[config.mk]
export PLATFORM = sky130hd
export DESIGN_NAME = adc_current_accumulator
export DESIGN_NICKNAME = d
export VERILOG_FILES = /design/src/rtl/adc_acc_pkg.sv /design/src/rtl/adc_acc_count.sv /design/src/rtl/adc_acc_lane.sv /design/src/rtl/adc_current_accumulator.sv
export SDC_FILE = /design/constraint.sdc
export NUM_CORES = 1
export LEC_CHECK = 0
export ABC_AREA = 0
export CORE_MARGIN = 3
export CORE_UTILIZATION = 45
export DETAILED_ROUTE_END_ITERATION = 7
export GPL_TIMING_DRIVEN = 0
export PLACE_DENSITY = 0.76
export SLEW_MARGIN = 20
export SYNTH_ARGS = -nofsm -noshare
export SYNTH_HDL_FRONTEND = slang
export SYNTH_SLANG_ARGS = --single-unit
[constraint.sdc]
create_clock -name clk -period 8.4 [get_ports clk]
set_clock_uncertainty 0.1 [all_clocks]
set_input_delay 1.68 -clock clk [delete_from_list [all_inputs] [get_ports clk]]
set_output_delay 1.68 -clock clk [all_outputs]
set_load 0.005 [all_outputs]
[src/rtl/adc_acc_pkg.sv]
package adc_acc_pkg;
  parameter int NUM_PHASES   = 3;
  parameter int DEF_SMP_W    = 12;
  parameter int DEF_CNT_W    = 8;
  parameter int DEF_SUM_W    = 24;
endpackage

[src/rtl/adc_acc_count.sv]
module adc_acc_count #(
  parameter int CNT_W = 8
) (
  input  logic             clk,
  input  logic             rst,
  input  logic             in_valid,
  input  logic             clr,
  output logic             accept,
  output logic [CNT_W-1:0] snap_cnt
);
  localparam logic [CNT_W-1:0] CNT_MAX = {CNT_W{1'b1}};

  logic [CNT_W-1:0] live_cnt;
  logic [CNT_W-1:0] cnt_inc;

  assign accept  = in_valid && (live_cnt != CNT_MAX);
  assign cnt_inc = live_cnt + CNT_W'(accept);

  always_ff @(posedge clk) begin
    if (rst) begin
      live_cnt <= '0;
      snap_cnt <= '0;
    end else if (clr) begin
      snap_cnt <= cnt_inc;
      live_cnt <= '0;
    end else begin
      live_cnt <= cnt_inc;
    end
  end

  // a full count stays full until a clear
  a_r5_count_cap: assert property (@(posedge clk) disable iff (rst)
    (live_cnt == CNT_MAX && !clr) |=> live_cnt == CNT_MAX);
  // live count restarts at zero after a clear
  a_r4_count_restart: assert property (@(posedge clk) disable iff (rst)
    clr |=> live_cnt == '0);
  // idle cycles leave the live count alone
  a_r9_idle_hold: assert property (@(posedge clk) disable iff (rst)
    (!in_valid && !clr) |=> $stable(live_cnt));
  // snapshot count holds between clears
  a_r6_cnt_hold: assert property (@(posedge clk) disable iff (rst)
    !clr |=> $stable(snap_cnt));
endmodule

[src/rtl/adc_acc_lane.sv]
module adc_acc_lane #(
  parameter int SMP_W = 12,
  parameter int SUM_W = 24
) (
  input  logic             clk,
  input  logic             rst,
  input  logic             accept,
  input  logic             clr,
  input  logic [SMP_W-1:0] smp,
  output logic [SUM_W-1:0] snap_sum
);
  localparam int PAD_W = SUM_W - SMP_W;

  logic [SUM_W-1:0] live_sum;
  logic [SUM_W-1:0] addend;
  logic [SUM_W-1:0] sum_inc;

  assign addend  = accept ? {{PAD_W{1'b0}}, smp} : '0;
  assign sum_inc = live_sum + addend;

  always_ff @(posedge clk) begin
    if (rst) begin
      live_sum <= '0;
      snap_sum <= '0;
    end else if (clr) begin
      snap_sum <= sum_inc;
      live_sum <= '0;
    end else begin
      live_sum <= sum_inc;
    end
  end

  // the bounded count keeps the sum from wrapping
  a_r5_no_overflow: assert property (@(posedge clk) disable iff (rst)
    !clr |=> live_sum >= $past(live_sum));
  // live sum restarts at zero after a clear
  a_r4_sum_restart: assert property (@(posedge clk) disable iff (rst)
    clr |=> live_sum == '0);
  // snapshot sum holds between clears
  a_r6_sum_hold: assert property (@(posedge clk) disable iff (rst)
    !clr |=> $stable(snap_sum));
endmodule

[src/rtl/adc_current_accumulator.sv]
module adc_current_accumulator
  import adc_acc_pkg::*;
#(
  parameter int SMP_W = DEF_SMP_W,
  parameter int CNT_W = DEF_CNT_W,
  parameter int SUM_W = DEF_SUM_W
) (
  input  logic             clk,
  input  logic             rst,
  input  logic             in_valid,
  input  logic [SMP_W-1:0] in_smp0,
  input  logic [SMP_W-1:0] in_smp1,
  input  logic [SMP_W-1:0] in_smp2,
  input  logic             clr_req,
  output logic [SUM_W-1:0] snap_sum0,
  output logic [SUM_W-1:0] snap_sum1,
  output logic [SUM_W-1:0] snap_sum2,
  output logic [CNT_W-1:0] snap_count
);
  logic                          accept;
  logic [NUM_PHASES-1:0][SMP_W-1:0] smp_vec;
  logic [NUM_PHASES-1:0][SUM_W-1:0] snap_vec;

  // lane i carries phase i+1
  assign smp_vec[0] = in_smp0;
  assign smp_vec[1] = in_smp1;
  assign smp_vec[2] = in_smp2;

  adc_acc_count #(.CNT_W(CNT_W)) u_count (
    .clk      (clk),
    .rst      (rst),
    .in_valid (in_valid),
    .clr      (clr_req),
    .accept   (accept),
    .snap_cnt (snap_count)
  );

  for (genvar g = 0; g < NUM_PHASES; g++) begin : g_lane
    adc_acc_lane #(.SMP_W(SMP_W), .SUM_W(SUM_W)) u_lane (
      .clk      (clk),
      .rst      (rst),
      .accept   (accept),
      .clr      (clr_req),
      .smp      (smp_vec[g]),
      .snap_sum (snap_vec[g])
    );
  end

  assign snap_sum0 = snap_vec[0];
  assign snap_sum1 = snap_vec[1];
  assign snap_sum2 = snap_vec[2];

  // width budget, checked once at start
  initial a_r5_width_budget: assert (SUM_W >= SMP_W + CNT_W);

  // a clear right after a clear with no valid strobe yields an empty snapshot
  a_r7_empty_clear: assert property (@(posedge clk) disable iff (rst)
    ($past(clr_req) && clr_req && !in_valid) |=> snap_count == '0);
endmodule

==> results by group, run 1 <==
CTS
  • Num CTS Buffers: 17
  • Clock Path Buffers: 2
  • Reg clk slew, reported paths: 60 ps
  • Post-CTS sizing: 0
  • Skew-Pair Late Insertion Delay: 420 ps
  • Post CTS Setup Buffer Count: 0
  • CTS sink count: 160
  • Cts hold-fix bufs: 0
  • H-tree levels: 4
  • Clk root buf: clkbuf_16
  • TritonCTS clock tree: done

Yosys
  • Synth Area in Compound Gates: 16.8%
  • Yosys reg bits: 160
  • Number of flops mapped to enable cells by yosys: 0
  • Ys Warns: 0
  • Synthesized Nets: 916
  • Mapped Area: 7460 µm²
  • Avg Inst Size Synth: 8.94 µm²
  • Most common cell in the netlist: dfxtp_1
  • Post-synthesis mux area share: 1.88%
  • Largest family of logic cells by synthesized area: simple AND/OR/NAND/NOR gates
  • Post-synthesis simple-gate area fraction: 20.5%
  • Post-synthesis sequential area ratio: 42.9%
  • Adder-Cell Fraction of Synth Area: 7.18%
  • Synth Instances: 835
  • Synth cell types: 53
  • Synth area leaders: dfxtp_1 43%, nor2_1 7.5%, ha_1 6.4%
  • Post-synth ARST share: 0%
  • Main synth FF type: dfxtp_1
  • XOR/XNOR Fraction of Synth Area: 8.10%
  • Synth area leader: dfxtp_1
  • Commonest cells in the netlist: 160 x dfxtp_1, 149 x nor2_1, 57 x and2_1
  • Post-synth top area share: 42.9%

STA
  • Slew margin rel.: 52.5%
  • RSZ-0062 raised after global routing: false
  • Final hold violations: 0
  • Slew at the pin closest to its max-slew limit: 713 ps
  • Worst hold slack: 382 ps
  • Crit share post-route: 60.1%
  • Count of final setup violators: 0
  • Final TNS setup: 0 ps
  • Final Max Tran Viols: 0
  • Setup ws final: 3350 ps
  • Fmax achieved: 0.198 GHz
  • Final min period: 5050 ps

Setup path
  • WP buf/inv: 2
  • CP top delay family: compound AO/OA/AOI/OAI gates
  • WP data arrival: 5240 ps
  • R2R Path Start: u_count.live_cnt[2]
  • CP max FO: 10
  • Worst-path cell chain: clkdlybuf4s50_1, o21a_1, clkbuf_1, and2_1, ha_1, fa_1, a211oi_1, nor2_1, a2111oi_4, nor2_1, xnor2_1, o22ai_1
  • CP max stage delay: 570 ps
  • Critical Path Source: in_valid
  • Critical path's most frequent cell: nor2_1
  • WP data required: 8590 ps
  • Type of origin of the critical path: input port
  • Critical path class: in2reg
  • Critical path's slowest cell: a2111oi_4
  • Critical Path Sink Type: register

Detailed routing
  • Routed WL: 19.9 mm
  • DRT antenna net count: 0
  • Residual DRC: 0
  • Vias: 6386
  • DR iter-0 viols: 337
  • Routed wire per std cell: 16.6 µm
  • DR pass1 iterations: 4
  • Routed vias/inst: 5.33

Die
  • Die X: 135 µm
  • FP Rows: 46
  • Die Ht: 135 µm
  • Core box area: 16100 µm²
  • I/O pins: 120
  • Die area: 18200 µm²
  • Initial core utilization: 46.5%

Power and ir drop
  • Lkg Pwr: 3.58 nW
  • Total power: 1.84 mW
  • PD cells: 193 nW/µm²
  • Worst vdd ir: 0.000188 V

Worst hold path
  • Hold path startpoint: g_lane[1].u_lane.snap_sum[13]
  • Hold Path Class: reg2reg

Global routing
  • GRT Util Overall: 22.2%
  • Met2 Resource Use GR: 37.0%
  • Global-route wire length before repair: 31.8 mm
  • M1 GR Usage: 28.4%
  • Largest net degree at the start of global routing: 17
  • GR peak layer: met2
  • Initial antenna violation count: 0
  • Total gr overflow: 0
  • Met3 Track Usage GR: 5.48%
  • Vias in the first global route: 6283

Placement
  • Placed Instances: 1169
  • Post-DP HPWL: 14.3 mm
  • Placed cell area: 8910 µm²
  • Routability cong.: 0.877
  • Placement Setup Slack: 2960 ps
  • Port bufs: 118

Cells and area
  • Final instance area: 9530 µm²
  • Cell Count, Final, Fillers Out: 1199
  • Nets: 1053
  • Area grow syn2layout: 27.8%
  • Layout Utilization: 59.4%
  • Layout cells sized above 1: 4.78%
  • Inserted Diodes: 0

Job
  • Max-Cap Viols: 0

Outcome
  • Outcome: finished, final reports clean
==> worst reg2reg max path, stage by stage, from the launching register on <==
cell,delay [ps]
dfxtp_1,390
and3_1,200
and2_1,160
nand2_1,60
o21a_1,360
clkbuf_1,330
and2_1,260
ha_1,210
fa_1,430
a211oi_1,300
nor2_1,160
a2111oi_4,570
nor2_1,120
xnor2_1,320
o22ai_1,130
==> cells in the final DEF (no fill, tap or decap), types with 17 or more instances in the layout <==
cell type and instances:
dfxtp_1 160, clkbuf_1 29, and2_1 57, ha_1 38, xor2_1 27, clkbuf_16 17, nor2_1 149, xnor2_1 42
o21ai_0 31, nand3_1 17, nand2_1 44, clkdlybuf4s50_1 118, a21oi_1 34, a211oi_1 55
==> flip-flops by register name, indices dropped and copies added, names as in the netlist <==
register	flops
u_count.live_cnt	8
g_lane.u_lane.live_sum	72
g_lane.u_lane.snap_sum	72
u_count.snap_cnt	8
==> kinds of logic (layout without fill, tap and decap cells) <==
family / Yosys count / in the layout
buffers and inverters: 50 / 198
XOR/XNOR: 69 / 69
AO/OA/AOI/OAI: 182 / 182
multiplexers: 14 / 14
AND/OR/NAND/NOR: 319 / 319
adder cells (fa/ha/maj): 41 / 41
flip-flops: 160 / 160
==> power breakdown <==
group          internal [mW]  switching [mW]
sequential             0.788          0.0165
clock                  0.511           0.308
combinational          0.105           0.115
total                   1.40           0.439
==> final timing paths <==
path	endpoint	slack, ps	depth (start not counted)
setup / recovery	g_lane[1].u_lane.snap_sum[12]	3350	12
hold / removal	g_lane[1].u_lane.snap_sum[13]	380	2
setup reg to reg	g_lane[1].u_lane.snap_sum[12]	4160	14
hold reg to reg	g_lane[1].u_lane.snap_sum[13]	380	2
==> final cells by class <==
type / count / area, µm²
Tap cell: 216 / 270
Timing Repair Buffer: 118 / 1180
Fill cell: 1370 / 6530
Buffer: 41 / 160
Sequential cell: 160 / 3200
Inverter: 9 / 33.8
Clock buffer: 21 / 460
Multi-Input combinational cell: 625 / 4060
Clock inverter: 9 / 159
==> routing by layer <==
| metal | share of wire, % | wire length [µm] | vias up |
|---|---|---|---|
| met4 | 1.8 | 357 | 0 |
| met2 | 48 | 9550 | 196 |
| li1 | - | - | 3207 |
| met3 | 6.7 | 1340 | 26 |
| met1 | 44 | 8670 | 2957 |
| met5 | 0 | 0 | - |
Power figures use the tool's default switching activity.
==> inputs of run 2 (changes only) <==
PLACE_DENSITY = 0.79   (was 0.76)
clock period = 4.3 ns   (was 8.4 ns; I/O delays follow)
==> run 2 against run 1 <==
  * Count of clock-buffer cells in the layout is 2 lower
  * Utilization is 0.19 points lower
  * Combinational power is 96% higher
  * Routed wire length is 0.74% lower
  * First-iteration DRC count is 5.0% higher
  * Setup slack worse by 3000 ps
  * Worst hold slack worse by 1.8 ps
  * Critical endpoint is now g_lane[2].u_lane.snap_sum[18]
==> results by group, run 2 (same netlist as run 1, synthesis figures left out) <==
Outcome
  • Outcome: finished, final reports clean

STA
  • RSZ-0062 raised after global routing: false
  • Final Max Tran Viols: 0
  • Final min period: 3990 ps
  • Slew at the pin closest to its max-slew limit: 717 ps
  • Setup ws final: 307 ps
  • Fmax achieved: 0.250 GHz
  • Final hold violations: 0
  • Crit share post-route: 92.9%
  • Slew margin rel.: 52.0%
  • Count of final setup violators: 0

Placement
  • Port bufs: 118
  • Placed Instances: 1169
  • Placement Setup Slack: -270 ps
  • Routability cong.: 0.885
  • Post-DP HPWL: 14.4 mm

Job
  • Max-Cap Viols: 0

Global routing
  • Global-route wire length before repair: 31.3 mm
  • GRT Util Overall: 21.9%
  • Total gr overflow: 0
  • Initial antenna violation count: 0
  • Largest net degree at the start of global routing: 17
  • Vias in the first global route: 6262

Power and ir drop
  • Worst vdd ir: 0.000380 V
  • Lkg Pwr: 3.57 nW
  • PD cells: 368 nW/µm²

CTS
  • H-tree levels: 4
  • TritonCTS clock tree: done
  • CTS sink count: 160
  • Skew-Pair Late Insertion Delay: 440 ps
  • Clk root buf: clkbuf_16
  • Reg clk slew, reported paths: 70 ps
  • Num CTS Buffers: 17
  • Clock Path Buffers: 2

Detailed routing
  • Residual DRC: 0
  • DRT antenna net count: 0
  • DR pass1 iterations: 4
  • Met3 routed WL: 1.42 mm
  • DR iter-0 viols: 354
  • Vias: 6493
  • Top sig layer: met4
  • Met2 wire len: 9.24 mm
  • Routed wire per std cell: 16.5 µm
  • Metal1 wirelength: 8.68 mm
  • Routed vias/inst: 5.40
  • Routed WL: 19.8 mm

Cells and area
  • Inserted Diodes: 0
  • Commonest non-fill, non-tap cell in the layout: dfxtp_1
  • Nets: 1054
  • Area grow syn2layout: 27.4%
  • Layout cells sized above 1: 5.27%
  • Fillcell total: 1403
  • Largest registers: g_lane.u_lane.live_sum: 72 flops, g_lane.u_lane.snap_sum: 72 flops
  • Commonest cells after routing, fill and taps aside: 160 x dfxtp_1, 149 x nor2_1, 118 x clkdlybuf4s50_1
  • Cell Count, Final, Fillers Out: 1202

Die
  • I/O pins: 120
  • Initial core utilization: 46.5%
  • Die Ht: 135 µm
  • Die area: 18200 µm²
  • FP Rows: 46
  • Die X: 135 µm
  • Core box area: 16100 µm²

Setup path
  • Critical path class: in2reg
  • Critical path's slowest cell: clkdlybuf4s50_1
  • Type of origin of the critical path: input port
  • Worst-path cell chain: clkdlybuf4s50_1, o21a_1, clkbuf_2, and2_1, ha_1, fa_1, a211oi_1, o21ai_1, nand4b_1, a21boi_0, xnor2_1, a211oi_1
  • WP data required: 4550 ps
  • WP data arrival: 4240 ps
  • Critical Path Sink Type: register
  • Critical path's most frequent cell: a211oi_1
  • CP max FO: 10
  • CP max stage delay: 490 ps

Worst hold path
  • Hold Path Class: reg2reg
-- run 2: layout make-up --
type	count	area [µm²]	share of cell area, %
multi-input combinational	625	4060	42.8
sequential	160	3200	33.7
timing repair buffer	119	1190	12.5
clock buffer	19	443	4.66
tap	216	270	2.84
buffer	41	161	1.70
clock inverter	13	138	1.45
inverter	9	33.8	0.356
-- run 2: path summary, 6_finish.rpt --
kind | start | end | slack [ps] | depth (start not counted)
max | in_valid | g_lane[2].u_lane.snap_sum[18] | 310 | 12
min | g_lane[0].u_lane.snap_sum[9] | g_lane[0].u_lane.snap_sum[9] | 380 | 2
max reg2reg | u_count.live_cnt[2] | g_lane[1].u_lane.snap_sum[12] | 330 | 15
min reg2reg | g_lane[0].u_lane.snap_sum[9] | g_lane[0].u_lane.snap_sum[9] | 380 | 2
-- run 2: metrics by stage --
stage	TNS, ps	hold slack, ps	util (%)	cell area [µm²]	power, mW
3_3_place_gp	-3460	365	55.5	8910	2.02
6_report	0	380	59.2	9500	3.50
5_1_grt	0	404	59.2	9500	3.63
4_1_cts	0	378	59.1	9490	3.51
2_1_floorplan	0	357	-	7460	1.83
3_5_place_dp	-5010	368	55.5	8910	2.03
-- run 2: routing by layer --
metal | vias up | GRT usage, %
met5 | - | 0
li1 | 3206 | -
met1 | 3011 | 27.7
met3 | 38 | 6.30
met2 | 238 | 36.0
met4 | 0 | 7.18
-- run 2: timing repair --
action / in CTS / in global routing
endpoints found under the setup margin: 0 / 16
hold buffers: 0 / 0
buffers inserted: 0 / 1
resized for setup: 0 / 2
-- run 2: critical path: cells and delay by family --
| kind | cells | cell delay, ps |
|---|---|---|
| and+or+nand+nor | 2 | 550 |
| adders and majority gates | 2 | 450 |
| xor gates and xnor gates | 1 | 130 |
| buffers and inverters | 2 | 830 |
| AOI/OAI and AO/OA | 5 | 1420 |
-- run 2: report_power, final --
| group | leakage [nW] | switching, mW | internal, mW |
|---|---|---|---|
| Sequential | 1.30 | 0.0317 | 1.54 |
| Combinational | 1.98 | 0.225 | 0.206 |
| Clock | 0.280 | 0.629 | 0.870 |
==> inputs of run 3 (changes only) <==
HOLD_SLACK_MARGIN = 0.1   (was unset)
==> results of run 3 <==
The final DEF is identical to that of run 2; final timing and power are the same.
